===== src/rtl/ext_irq_pkg.sv =====
package ext_irq_pkg;

    localparam int TYPE_W = 3;

    typedef enum logic [TYPE_W-1:0] {
        TRIG_LVL_LO = 3'b000,
        TRIG_LVL_HI = 3'b001,
        TRIG_FALL   = 3'b010,
        TRIG_RISE   = 3'b011,
        TRIG_BOTH   = 3'b100
    } trig_e;

    // Event for one line given its trigger code, current and previous level.
    function automatic logic trig_hit(input logic [TYPE_W-1:0] code,
                                      input logic now_lvl,
                                      input logic old_lvl);
        logic hit;
        case (code)
            TRIG_LVL_LO: hit = !now_lvl;
            TRIG_LVL_HI: hit = now_lvl;
            TRIG_FALL:   hit = !now_lvl && old_lvl;
            TRIG_RISE:   hit = now_lvl && !old_lvl;
            TRIG_BOTH:   hit = now_lvl != old_lvl;
            default:     hit = 1'b0;
        endcase
        return hit;
    endfunction

endpackage


===== src/rtl/ext_irq_sync.sv =====
module ext_irq_sync #(
    parameter int W = 32
) (
    input  logic         clk,
    input  logic         rst_n,
    input  logic [W-1:0] async_in,
    output logic [W-1:0] sync_out
);
    typedef struct packed {
        logic [W-1:0] s1;
        logic [W-1:0] s2;
    } sync_t;

    sync_t st_d, st_q;

    always_comb begin
        st_d    = st_q;
        st_d.s1 = async_in;
        st_d.s2 = st_q.s1;
    end

    always_ff @(posedge clk or negedge rst_n) begin
        if (!rst_n) st_q <= '0;
        else        st_q <= st_d;
    end

    assign sync_out = st_q.s2;

endmodule


===== src/rtl/ext_irq_detect.sv =====
module ext_irq_detect
    import ext_irq_pkg::*;
#(
    parameter int W = 32
) (
    input  logic                    clk,
    input  logic                    rst_n,
    input  logic [W-1:0]            lvl,
    input  logic [W-1:0][TYPE_W-1:0] mode,
    output logic [W-1:0]            evt
);
    logic [W-1:0] prev_d, prev_q;

    always_comb prev_d = lvl;

    always_ff @(posedge clk or negedge rst_n) begin
        if (!rst_n) prev_q <= '0;
        else        prev_q <= prev_d;
    end

    for (genvar g = 0; g < W; g++) begin : g_line
        assign evt[g] = trig_hit(mode[g], lvl[g], prev_q[g]);

        // a rising-edge event needs the level to have been low one clock earlier
        p_rise_needs_low_r4: assert property (@(posedge clk) disable iff (!rst_n)
            (evt[g] && mode[g] == TRIG_RISE) |-> (lvl[g] && !$past(lvl[g])));

        // codes above both-edges never raise an event
        p_spare_codes_quiet_r4: assert property (@(posedge clk) disable iff (!rst_n)
            (mode[g] > TRIG_BOTH) |-> !evt[g]);
    end

endmodule


===== src/rtl/ext_irq_ctrl.sv =====
module ext_irq_ctrl
    import ext_irq_pkg::*;
#(
    parameter int NUM_BANKS    = 4,
    parameter int BANK_LINES   = 8,
    parameter int DIRECT_LINES = 16,
    parameter int ADDR_W       = 4,
    parameter int DATA_W       = 32
) (
    input  logic                    clk,
    input  logic                    rst_n,
    input  logic [31:0]             ext_pin,
    input  logic [ADDR_W-1:0]       bus_addr,
    input  logic                    bus_wr,
    input  logic [DATA_W-1:0]       bus_wdata,
    output logic [DATA_W-1:0]       bus_rdata,
    output logic [DIRECT_LINES-1:0] irq_direct,
    output logic                    irq_shared
);
    localparam int NUM_LINES    = NUM_BANKS * BANK_LINES;
    localparam int SHARED_LINES = NUM_LINES - DIRECT_LINES;
    localparam int FIELD_W      = 4;
    localparam int IDX_W        = $clog2(NUM_LINES);
    localparam int BANK_W       = $clog2(NUM_BANKS);
    localparam int RGN_W        = ADDR_W - BANK_W;
    localparam int VLD_BIT      = 8;
    localparam logic [RGN_W-1:0] RGN_CTRL = RGN_W'(0);
    localparam logic [RGN_W-1:0] RGN_MASK = RGN_W'(1);
    localparam logic [RGN_W-1:0] RGN_PEND = RGN_W'(2);
    localparam logic [RGN_W-1:0] RGN_STAT = RGN_W'(3);

    typedef struct packed {
        logic [NUM_LINES-1:0][TYPE_W-1:0] ctrl;
        logic [NUM_LINES-1:0]             mask;
        logic [NUM_LINES-1:0]             pend;
    } regs_t;

    regs_t st_d, st_q;

    logic [NUM_LINES-1:0] pin_sync, evt, clr, live;
    logic [RGN_W-1:0]     rgn;
    logic [BANK_W-1:0]    bank;
    logic [IDX_W-1:0]     stat_idx;
    logic                 stat_vld;
    logic                 wdata_unused;

    assign wdata_unused = ^bus_wdata;
    assign rgn  = bus_addr[ADDR_W-1:BANK_W];
    assign bank = bus_addr[BANK_W-1:0];

    ext_irq_sync #(.W(NUM_LINES)) u_sync (
        .clk      (clk),
        .rst_n    (rst_n),
        .async_in (ext_pin[NUM_LINES-1:0]),
        .sync_out (pin_sync)
    );

    ext_irq_detect #(.W(NUM_LINES)) u_detect (
        .clk   (clk),
        .rst_n (rst_n),
        .lvl   (pin_sync),
        .mode  (st_q.ctrl),
        .evt   (evt)
    );

    // Next-state: register writes, write-1 clear, event set (set wins).
    always_comb begin
        int base;
        st_d = st_q;
        clr  = '0;
        base = int'(bank) * BANK_LINES;
        if (bus_wr) begin
            if (rgn == RGN_CTRL) begin
                for (int l = 0; l < BANK_LINES; l++)
                    st_d.ctrl[base + l] = bus_wdata[l*FIELD_W +: TYPE_W];
            end else if (rgn == RGN_MASK) begin
                st_d.mask[base +: BANK_LINES] = bus_wdata[BANK_LINES-1:0];
            end else if (rgn == RGN_PEND) begin
                clr[base +: BANK_LINES] = bus_wdata[BANK_LINES-1:0];
            end
        end
        st_d.pend = (st_q.pend & ~clr) | evt;
    end

    always_ff @(posedge clk or negedge rst_n) begin
        if (!rst_n) begin
            st_q.ctrl <= '0;
            st_q.mask <= '1;
            st_q.pend <= '0;
        end else begin
            st_q <= st_d;
        end
    end

    assign live       = st_q.pend & ~st_q.mask;
    assign irq_direct = live[DIRECT_LINES-1:0];
    assign irq_shared = |live[NUM_LINES-1:DIRECT_LINES];

    // Highest-numbered live line of the shared group: later hits override.
    always_comb begin
        stat_idx = '0;
        stat_vld = 1'b0;
        for (int i = DIRECT_LINES; i < NUM_LINES; i++) begin
            if (live[i]) begin
                stat_idx = IDX_W'(i);
                stat_vld = 1'b1;
            end
        end
    end

    // Read mux.
    always_comb begin
        int base;
        bus_rdata = '0;
        base = int'(bank) * BANK_LINES;
        if (rgn == RGN_CTRL) begin
            for (int l = 0; l < BANK_LINES; l++)
                bus_rdata[l*FIELD_W +: FIELD_W] = {1'b0, st_q.ctrl[base + l]};
        end else if (rgn == RGN_MASK) begin
            bus_rdata[BANK_LINES-1:0] = st_q.mask[base +: BANK_LINES];
        end else if (rgn == RGN_PEND) begin
            bus_rdata[BANK_LINES-1:0] = st_q.pend[base +: BANK_LINES];
        end else if (rgn == RGN_STAT && bank == '0) begin
            bus_rdata[VLD_BIT]     = stat_vld;
            bus_rdata[IDX_W-1:0]   = stat_idx;
        end
    end

    // a pending bit only falls after a write-1 clear on the previous edge
    p_fall_needs_clear_r7: assert property (@(posedge clk) disable iff (!rst_n)
        ($past(st_q.pend) & ~st_q.pend & ~$past(clr)) == '0);

    // every event sets its pending bit, even when a clear coincides
    p_event_sets_r8: assert property (@(posedge clk) disable iff (!rst_n)
        (|evt) |=> ((st_q.pend & $past(evt)) == $past(evt)));

    // shared request and status valid flag agree
    p_shared_matches_status_r10: assert property (@(posedge clk) disable iff (!rst_n)
        irq_shared == stat_vld);

    // the reported index is a live line of the shared group
    p_status_index_r11: assert property (@(posedge clk) disable iff (!rst_n)
        stat_vld |-> (int'(stat_idx) >= DIRECT_LINES && live[stat_idx]));

    initial begin
        a_shared_count_r10: assert (SHARED_LINES > 0 && FIELD_W * BANK_LINES <= DATA_W);
    end

endmodule


===== config.mk =====
export PLATFORM = sky130hd
export DESIGN_NAME = ext_irq_ctrl
export DESIGN_NICKNAME = d
export VERILOG_FILES = /design/src/rtl/ext_irq_pkg.sv /design/src/rtl/ext_irq_sync.sv /design/src/rtl/ext_irq_detect.sv /design/src/rtl/ext_irq_ctrl.sv
export SDC_FILE = /design/constraint.sdc
export NUM_CORES = 1
export LEC_CHECK = 0
export BUFFER_PORTS_ARGS = -buffer_cell sky130_fd_sc_hd__buf_2
export CAP_MARGIN = 20
export CORE_MARGIN = 3
export CORE_UTILIZATION = 35
export DETAILED_ROUTE_END_ITERATION = 6
export HOLD_SLACK_MARGIN = 0.1
export PLACE_DENSITY = 0.51
export SETUP_SLACK_MARGIN = 0.3
export SYNTH_ARGS = -nofsm -noshare
export SYNTH_HDL_FRONTEND = slang
export SYNTH_SLANG_ARGS = --single-unit

===== constraint.sdc =====
create_clock -name clk -period 2.5 [get_ports clk]
set_clock_uncertainty 0.05 [all_clocks]
set_input_delay 0.5 -clock clk [delete_from_list [all_inputs] [get_ports clk]]
set_output_delay 0.5 -clock clk [all_outputs]
set_load 0.02 [all_outputs]

# Word level (Yosys, flattened, before mapping)
# Cells that the tools add are included.
# op_classes
mux,125
n_lt_le_gt_ge,16
n_eq_ne,163
n_addsub,8
shift,4
n_reduce_logical,174
bitwise_logic,7
# op_table
operator,n
$bwmux W96,8
$ge A32 B1 Y1 const B,7
$eq A3 B2 Y1 const B,64
$pmux W1 S5,32
$mux W32,4
$bmux W3 S5,7
$demux W3 S5,7
$and A32 B32 Y32,3
$eq A3 B1 Y1 const B,32
$eq A3 B3 Y1 const B,32
$logic_not A3 Y1,32
$mux W5,18
$logic_and A1 B1 Y1,73
$mux W3,24
$logic_not A1 Y1,64
$not A32 Y32,2
$shiftx A32 B6 Y8,2
$lt A6 B6 Y1 const B,7
$neg A5 Y33,1
$shift A8 B33 Y32 const A,1
$shiftx A8 B33 Y32,1
$bwmux W32,1
$ne A1 B1 Y1,32
$or A32 B32 Y32,1
other kinds (18),42
# totals
inputBits,71
register_bits,256

# Depth between registers and ports, before layout
# Gate-level depths: netlist (run 1).
# depth
word_depth,22
mapped_depth,10
depth_no_buf,7

# By module
# Synthesis (run 1) repeated with hierarchy kept, for this count alone.
# hier_totals
hier_cells,1029
hier_area_um2,12867.3
# by_module_without_submodules
module,n_inst,area_per_inst_um2,cells_per_inst
ext_irq_ctrl,1,7942.6,613
ext_irq_detect,1,3323.2,352
ext_irq_sync,1,1601.5,64

# Worst setup path after synthesis (run 1)
# Ideal clock, no wire load.
# synth_path
path_kind,input to output
startpoint,input port bus_addr[1]
endpoint,output port bus_rdata[0]
arrival_ns,2.237
path_stages,10
setup_slack_ns,-0.287
required_time_ns,1.950
path_cell_list,buf_2 buf_2 buf_2 inv_1 ha_1 and3_1 a32oi_1 nand3_1 a31oi_1 o21ai_0
# synth_via
elab_chain_len,6
# synth_rtl
element,line_no,source
from (decl),ext_irq_ctrl.sv:13,"input logic [ADDR_W-1:0] bus_addr,"
"parallel branches: the longest is 5 deep, another holds $shiftx A32 B6 Y8",-,
$mux W9 (*),ext_irq_ctrl.sv:116,if (rgn == RGN_CTRL) begin
to (decl),ext_irq_ctrl.sv:16,"output logic [DATA_W-1:0] bus_rdata,"
# Mark *: on every way between the ends. The select of a mux whose other input is x is not followed.

# Worst setup path after layout (run 1)
# layout_path
startpoint,register st_q[54] in the netlist's numbering
endpoint,output port bus_rdata[2]
# layout_via
elab_chain_len,16
# layout_rtl
element,line_no,source
from (decl),ext_irq_ctrl.sv:38,"regs_t st_d, st_q;"
from (signal assigned),ext_irq_ctrl.sv:91,st_q <= st_d;
$not A32 Y32,ext_irq_ctrl.sv:95,assign live = st_q.pend & ~st_q.mask;
$and A32 B32 Y32,ext_irq_ctrl.sv:95,
$mux W5 (10 in series),ext_irq_ctrl.sv:104,if (live[i]) begin
$mux W5,ext_irq_ctrl.sv:123,end else if (rgn == RGN_STAT && bank == '0) begin
$mux W5,ext_irq_ctrl.sv:121,end else if (rgn == RGN_PEND) begin
$mux W8,ext_irq_ctrl.sv:119,end else if (rgn == RGN_MASK) begin
$mux W9,ext_irq_ctrl.sv:116,
# No other way between the ends.

==> results by group, run 1 <==
Status
  • Status: finished with violations
  • Failing checks: negative setup slack

Yosys
  • Post-Synth XOR/XNOR Area: 1.94%
  • Seq/Total Area, Yosys: 51.1%
  • #FFs+latches synth: 256
  • Cells after Synth: 1017
  • Compound-Gate Fraction of Synth Area: 7.86%
  • Mean area per synthesized cell: 12.4 um^2
  • Cell variety after synth: 50
  • Ys flop type: dfrtp_1
  • Area share of the largest cell type after synthesis: 44.4%
  • Post-synthesis adder-cell area fraction: 6.74%
  • Yosys warns: 0
  • Multiplexer share of the synthesized area: 18.7%
  • Post-synth EDFFs: 0
  • Area contributors post-synth: dfrtp_1 (44%), mux2_2 (8.7%), mux4_2 (7.1%)
  • Mapped Area: 12600 um^2
  • Yosys top cell by area: dfrtp_1
  • Simple-gate area share of the yosys netlist: 9.53%
  • Largest family of logic cells by synthesized area: multiplexers
  • Async SR Flop Fraction: 100%

Pwr
  • Static leakage: 7.38 nW
  • Final Power: 12.4 mW
  • Power density cells: 743 nW/um^2
  • Max VDD drop: 0.608 mV

Finish
  • Final core occ: 47.6%
  • Layout cells sized above 1: 40.6%
  • Final non-filler cell area: 16700 um^2
  • Most frequent cells in the layout: dfrtp_1 (215), buf_4 (119), mux2_2 (98)
  • Area grow syn2layout: 32.1%
  • Final #Nets: 1432
  • Leading cell type in the layout, fill and taps excluded: dfrtp_1
  • Cell Count, Final, Fillers Out: 1773

Hold path
  • Hold Crit Class: in -> reg
  • Hold Startpoint: bus_wdata[21]

Setup path
  • Arrival @ worst endpoint: 2.35 ns
  • WP buf/inv: 1
  • Kind of end point of the critical path: output pin
  • CP Launch Type: register
  • Slowest stage delay, CP: 0.58 ns
  • Crit Path Max Fanout: 4
  • Crit path from: st_q[54]
  • Crit-path leading delay family: flip-flops
  • Worst setup path category: reg -> out
  • Worst Path Required: 1.95 ns
  • Critical Path, Cell by Cell: nor2b_4 > nor4_4 > nand2b_1 > a21boi_1 > mux4_2 > buf_6
  • Worst flop-to-flop path startpoint: u_sync.sync_out[27]
  • CP max-delay cell: dfstp_2

Die
  • I/O pin total: 120
  • Die ar.: 38400 um^2
  • Chip Width: 196 um
  • Core box area: 35100 um^2
  • Chip height: 196 um
  • Initial Util: 36.0%
  • Rows: 68

Timing
  • F_max: 345 MHz
  • Final setup violation count: 9
  • Fin. Hold Viols: 0
  • Worst Max-Slew Pin Slew: 0.581 ns
  • Fin crit period: 2.90 ns
  • Post-route setup TNS: -1.83 ns
  • Final hold slack: 0.159 ns
  • Relative slew margins: 61.3%
  • Setup WS post-layout: -0.402 ns
  • RSZ-0062 raised after global routing: true
  • Final period utilization: 116%
  • Final Max Slew Viols: 0

Detailed routing
  • DRC: 0
  • Final wirelength: 33600 um
  • Wirelength per Cell: 19.0 um
  • Via count of the routed design: 8769
  • Vias/cell: 4.95
  • Routed Antenna Nets: 0
  • Pre-antenna DRT Iters: 5
  • DR iter-0 viols: 346

Clock network
  • Clock buffer depth: 3
  • CTS tree: done
  • Num CTS Buffers: 30
  • Clk root buf: clkbuf_16
  • Clk Latency, worst-skew pair: 0.57 ns
  • H-tree levels: 1
  • Clk sinks: 256
  • Clock transition at path regs: 0.06 ns

Global route
  • Vias in the first global route: 9274
  • GRT Util Overall: 17.7%
  • First-pass GRT wire length: 53900 um
  • Initial antenna violation count: 1
  • Pin count of the biggest net entering global routing: 73
  • Gr ovfl total: 0

Place
  • Placed cell count: 1602
  • Port Buffers: 107
  • Gp weighted congestion: 0.859
  • DPL Wire Length: 23100 um
  • Area post-placement: 14200 um^2
  • Post-place setup slack: -0.110 ns

Run
  • Maxcap violations: 0
## cell type report
type                    count  area, um^2
fillers                  3193       18400
clock buffers              46         901
inverters                  69         267
multi-input cells         656        5990
flip-flops and latches    256        6460
clock inverters            10         164
well taps                 455         569
diodes                      1        2.50
repair buffers            280        2320
## synth_stat cells, types with 5 or more instances
library cell,n
buf_4,16
nor3b_1,23
buf_2,9
nor4_1,5
xnor2_1,21
clkbuf_1,12
dfstp_2,32
mux2i_1,36
nand3_1,6
a21oi_1,29
nor2_1,21
dfrtp_1,224
a22o_1,25
mux4_2,40
nor2b_1,55
inv_1,69
nand2_1,77
o21ai_0,95
mux2_2,98
ha_1,68
xor2_1,7
## power breakdown
group	leakage [nW]	internal, mW	switching (mW)
clock	0.522	2.88	1.76
combinational	3.96	1.48	1.17
sequential	2.90	4.69	0.408
total	7.38	9.05	3.33
## state kept, by name (all words and copies together), names as in the netlist
signal           flops
u_sync.sync_out     32
st_q               160
u_detect.prev_q     32
u_sync.st_d         32
## logic make-up (layout without fill, tap and decap cells)
kind of cell	after synthesis	after routing
DFF	256	256
and+or+nand+nor	212	212
muxes	174	174
AOI/OAI and AO/OA	168	168
buffers and inverters	110	405
adders and majority gates	68	68
xor gates and xnor gates	28	28
other	1	7
## routing by layer
| metal | global-route usage, % | wire [um] | vias up |
|---|---|---|---|
| li1 | - | - | 4143 |
| met1 | 25.2 | 15700 | 4417 |
| met2 | 28.8 | 15800 | 153 |
| met3 | 2.70 | 1320 | 56 |
| met4 | 4.22 | 824 | 0 |
| met5 | 0 | 0 | - |
## worst paths after layout
| kind | to | slack (ns) | cells after the start |
|---|---|---|---|
| worst max-delay path | bus_rdata[2] | -0.40 | 6 |
| worst min-delay path | st_q[80] | 0.16 | 2 |
| worst max register to register | st_q[27] | 0.96 | 7 |
| worst min register to register | u_sync.sync_out[12] | 0.29 | 0 |
| max in group asynchronous | st_q[56] | 1.18 | 3 |
| min in group asynchronous | u_sync.st_d[26] | 0.44 | 2 |
## what timing repair did
item	in CTS	in global routing
gates cloned	1	0
setup endpoints to repair	27	27
hold buffers	33	0
setup buffers	71	9
endpoints found under the hold margin	84	0
pin swaps	14	6
gates resized for setup	96	38
(Power assumes the default switching activity.)
==> run 2, diff against run 1 <==
- RECOVER_POWER: not set -> 25
- SKIP_LAST_GASP: not set -> 1
==> run 2 against run 1 <==
Critical endpoint unchanged. Via count down 0.18%. Sequential power about the same. Sequential share of layout area barely moved. Utilization down 0.057 points. Wire length hardly changed. First-iteration DRC count grew 6.9%. Non-clock buffer count stayed put. Global-route usage unchanged. Final area shrank 0.12%. Register-to-register slack is essentially flat. Sequential cell count unchanged. The flow finishes with violations (max-capacitance violations, max-slew violations, negative setup slack). Die area unchanged.
==> results by group, run 2 (synthesis results as in run 1) <==
Hold path
  • Hold endpoint: st_q[80] (unchanged)
  • Hold Startpoint: bus_wdata[21] (unchanged)
  • Hold Path Depth: 2 (unchanged)
  • Hold Crit Class: in -> reg (unchanged)

Die
  • Core box area: 35100 um^2 (unchanged)
  • I/O pin total: 120 (unchanged)
  • Rows: 68 (unchanged)
  • Chip Width: 196 um (unchanged)
  • Initial Util: 36.0% (unchanged)
  • Chip height: 196 um (unchanged)
  • Die ar.: 38400 um^2 (unchanged)

Place
  • Port Buffers: 107 (unchanged)
  • Gp weighted congestion: 0.859 (unchanged)
  • DPL Wire Length: 23100 um (unchanged)
  • Placed cell count: 1602 (unchanged)

Setup path
  • Worst R2R Path Depth: 7 (unchanged)
  • R2r endpoint: st_q[27] (unchanged)
  • Worst flop-to-flop path startpoint: u_sync.sync_out[27] (unchanged)
  • Crit Path Max Fanout: 4 (unchanged)
  • Worst Path Required: 1.95 ns (about the same)
  • Worst setup path category: reg -> out (unchanged)
  • Reg2Reg Setup Slack: 0.95 ns (was 0.96 ns)
  • CP Launch Type: register (unchanged)
  • Arrival @ worst endpoint: 2.35 ns (about the same)
  • Kind of end point of the critical path: output pin (unchanged)

Timing
  • Final Max Slew Viols: 69 (was 0)
  • Setup WS post-layout: -0.401 ns (was -0.402 ns)
  • Final period utilization: 116% (about the same)
  • F_max: 345 MHz (about the same)
  • RSZ-0062 raised after global routing: true (unchanged)
  • Relative slew margins: -28.5% (was 61.3%)
  • Fin crit period: 2.90 ns (about the same)
  • Post-route setup TNS: -1.81 ns (was -1.83 ns)
  • Fin. Hold Viols: 0 (unchanged)
  • Final setup violation count: 9 (unchanged)
  • Final hold slack: 0.161 ns (was 0.159 ns)
  • Worst Max-Slew Pin Slew: 1.93 ns (was 0.581 ns)

Global route
  • GRT Util Overall: 17.7% (unchanged)
  • Pin count of the biggest net entering global routing: 73 (unchanged)
  • Gr ovfl total: 0 (unchanged)
  • Vias in the first global route: 9273 (was 9274)
  • First-pass GRT wire length: 53900 um (about the same)
  • Initial antenna violation count: 1 (unchanged)

Finish
  • Area grow syn2layout: 32.0% (was 32.1%)
  • Leading cell type in the layout, fill and taps excluded: dfrtp_1 (unchanged)
  • Fill count: 3195 (was 3193)
  • Most frequent cells in the layout: dfrtp_1 (215), buf_4 (118), mux2_2 (98) (was dfrtp_1 (215), buf_4 (119), mux2_2 (98))
  • Cell Count, Final, Fillers Out: 1773 (unchanged)
  • Layout cells sized above 1: 40.5% (was 40.6%)
  • Final core occ: 47.5% (was 47.6%)
  • Largest register FFs: 160 (unchanged)
  • Largest Register: st_q (unchanged)
  • Final #Nets: 1432 (unchanged)

Status
  • Failing checks: max-capacitance violations, max-slew violations, negative setup slack (was negative setup slack)
  • Status: finished with violations (unchanged)

Pwr
  • Final Power: 12.4 mW (about the same)
  • Power density cells: 743 nW/um^2 (about the same)
  • Max VDD drop: 0.608 mV (about the same)
  • Static leakage: 7.37 nW (was 7.38 nW)

Run
  • Maxcap violations: 1 (was 0)

Clock network
  • Clk Latency, worst-skew pair: 0.57 ns (about the same)
  • H-tree levels: 1 (unchanged)
  • Clock buffer depth: 3 (unchanged)
  • Num CTS Buffers: 30 (unchanged)
  • Clock transition at path regs: 0.06 ns (about the same)
  • Clk sinks: 256 (unchanged)
  • CTS tree: done (unchanged)
  • Clk root buf: clkbuf_16 (unchanged)

Detailed routing
  • Via count of the routed design: 8753 (was 8769)
  • Routed Antenna Nets: 0 (unchanged)
  • DR iter-0 viols: 370 (was 346)
  • Vias/cell: 4.94 (was 4.95)
  • Pre-antenna DRT Iters: 5 (unchanged)
  • DRC: 0 (unchanged)
  • Final wirelength: 33600 um (about the same)
  • Wirelength per Cell: 18.9 um (was 19.0 um)
-- run 2: how the worst max path moves through the flow --
stage | start | end | slack [ns] | depth (start not counted)
finish | st_q[54] | bus_rdata[2] | -0.40 | 6
detailed placement | bus_addr[0] | bus_rdata[1] | -0.11 | 6
CTS | st_q[55] | bus_rdata[2] | -0.42 | 6
global placement | bus_addr[0] | bus_rdata[1] | -0.11 | 6
floorplan | bus_addr[0] | bus_rdata[0] | 0.18 | 10
global route | st_q[54] | bus_rdata[2] | -0.52 | 6
-- run 2: where the power goes --
group / total [mW] / leakage [nW] / internal (mW) / switching, mW
Clock: 4.63 / 0.522 / 2.88 / 1.75
Sequential: 5.09 / 2.90 / 4.69 / 0.407
Combinational: 2.64 / 3.95 / 1.48 / 1.16
Total: 12.4 / 7.37 / 9.05 / 3.32
-- run 2: cell type report --
type                    count  area (um^2)  share of cell area [%]
flip-flops and latches    256         6460                    38.8
multi-input cells         656         5990                    36.0
repair buffers            280         2300                    13.8
clock buffers              46          901                    5.41
well taps                 455          569                    3.42
inverters                  69          267                    1.60
clock inverters            10          164                   0.984
diodes                      1         2.50                  0.0150
-- run 2: per-layer routing --
layer | track usage (%) | part of all wire [%] | wire length, um
met3 | 2.66 | 3.6 | 1190
met1 | 25.2 | 47 | 15800
met4 | 3.93 | 2.4 | 794
met2 | 29.0 | 47 | 15800
met5 | 0 | 0 | 0
-- run 2: timing repair --
item / 4_1_cts / 5_1_grt
buffers inserted: 71 / 9
setup endpoints to repair: 27 / 27
pin swaps: 14 / 8
hold endpoints to repair: 84 / 0
hold buffers: 33 / 0
cloned: 1 / 0
gates resized for setup: 78 / 53
-- run 2: through the flow --
stage          worst slack (ns)  cell area [um^2]
6_report                 -0.401             16700
2_1_floorplan             0.184             12800
3_3_place_gp             -0.108             14200
5_1_grt                  -0.518             16700
4_1_cts                  -0.420             16400
3_5_place_dp             -0.110             14200
-- run 2: critical path, cell delays in order, from the launching register on --
cell and delay (ns):
dfstp_2 0.58, nor2b_4 0.07, nor4_4 0.28, nand2b_1 0.14, a21boi_1 0.05, mux4_2 0.52
buf_6 0.16
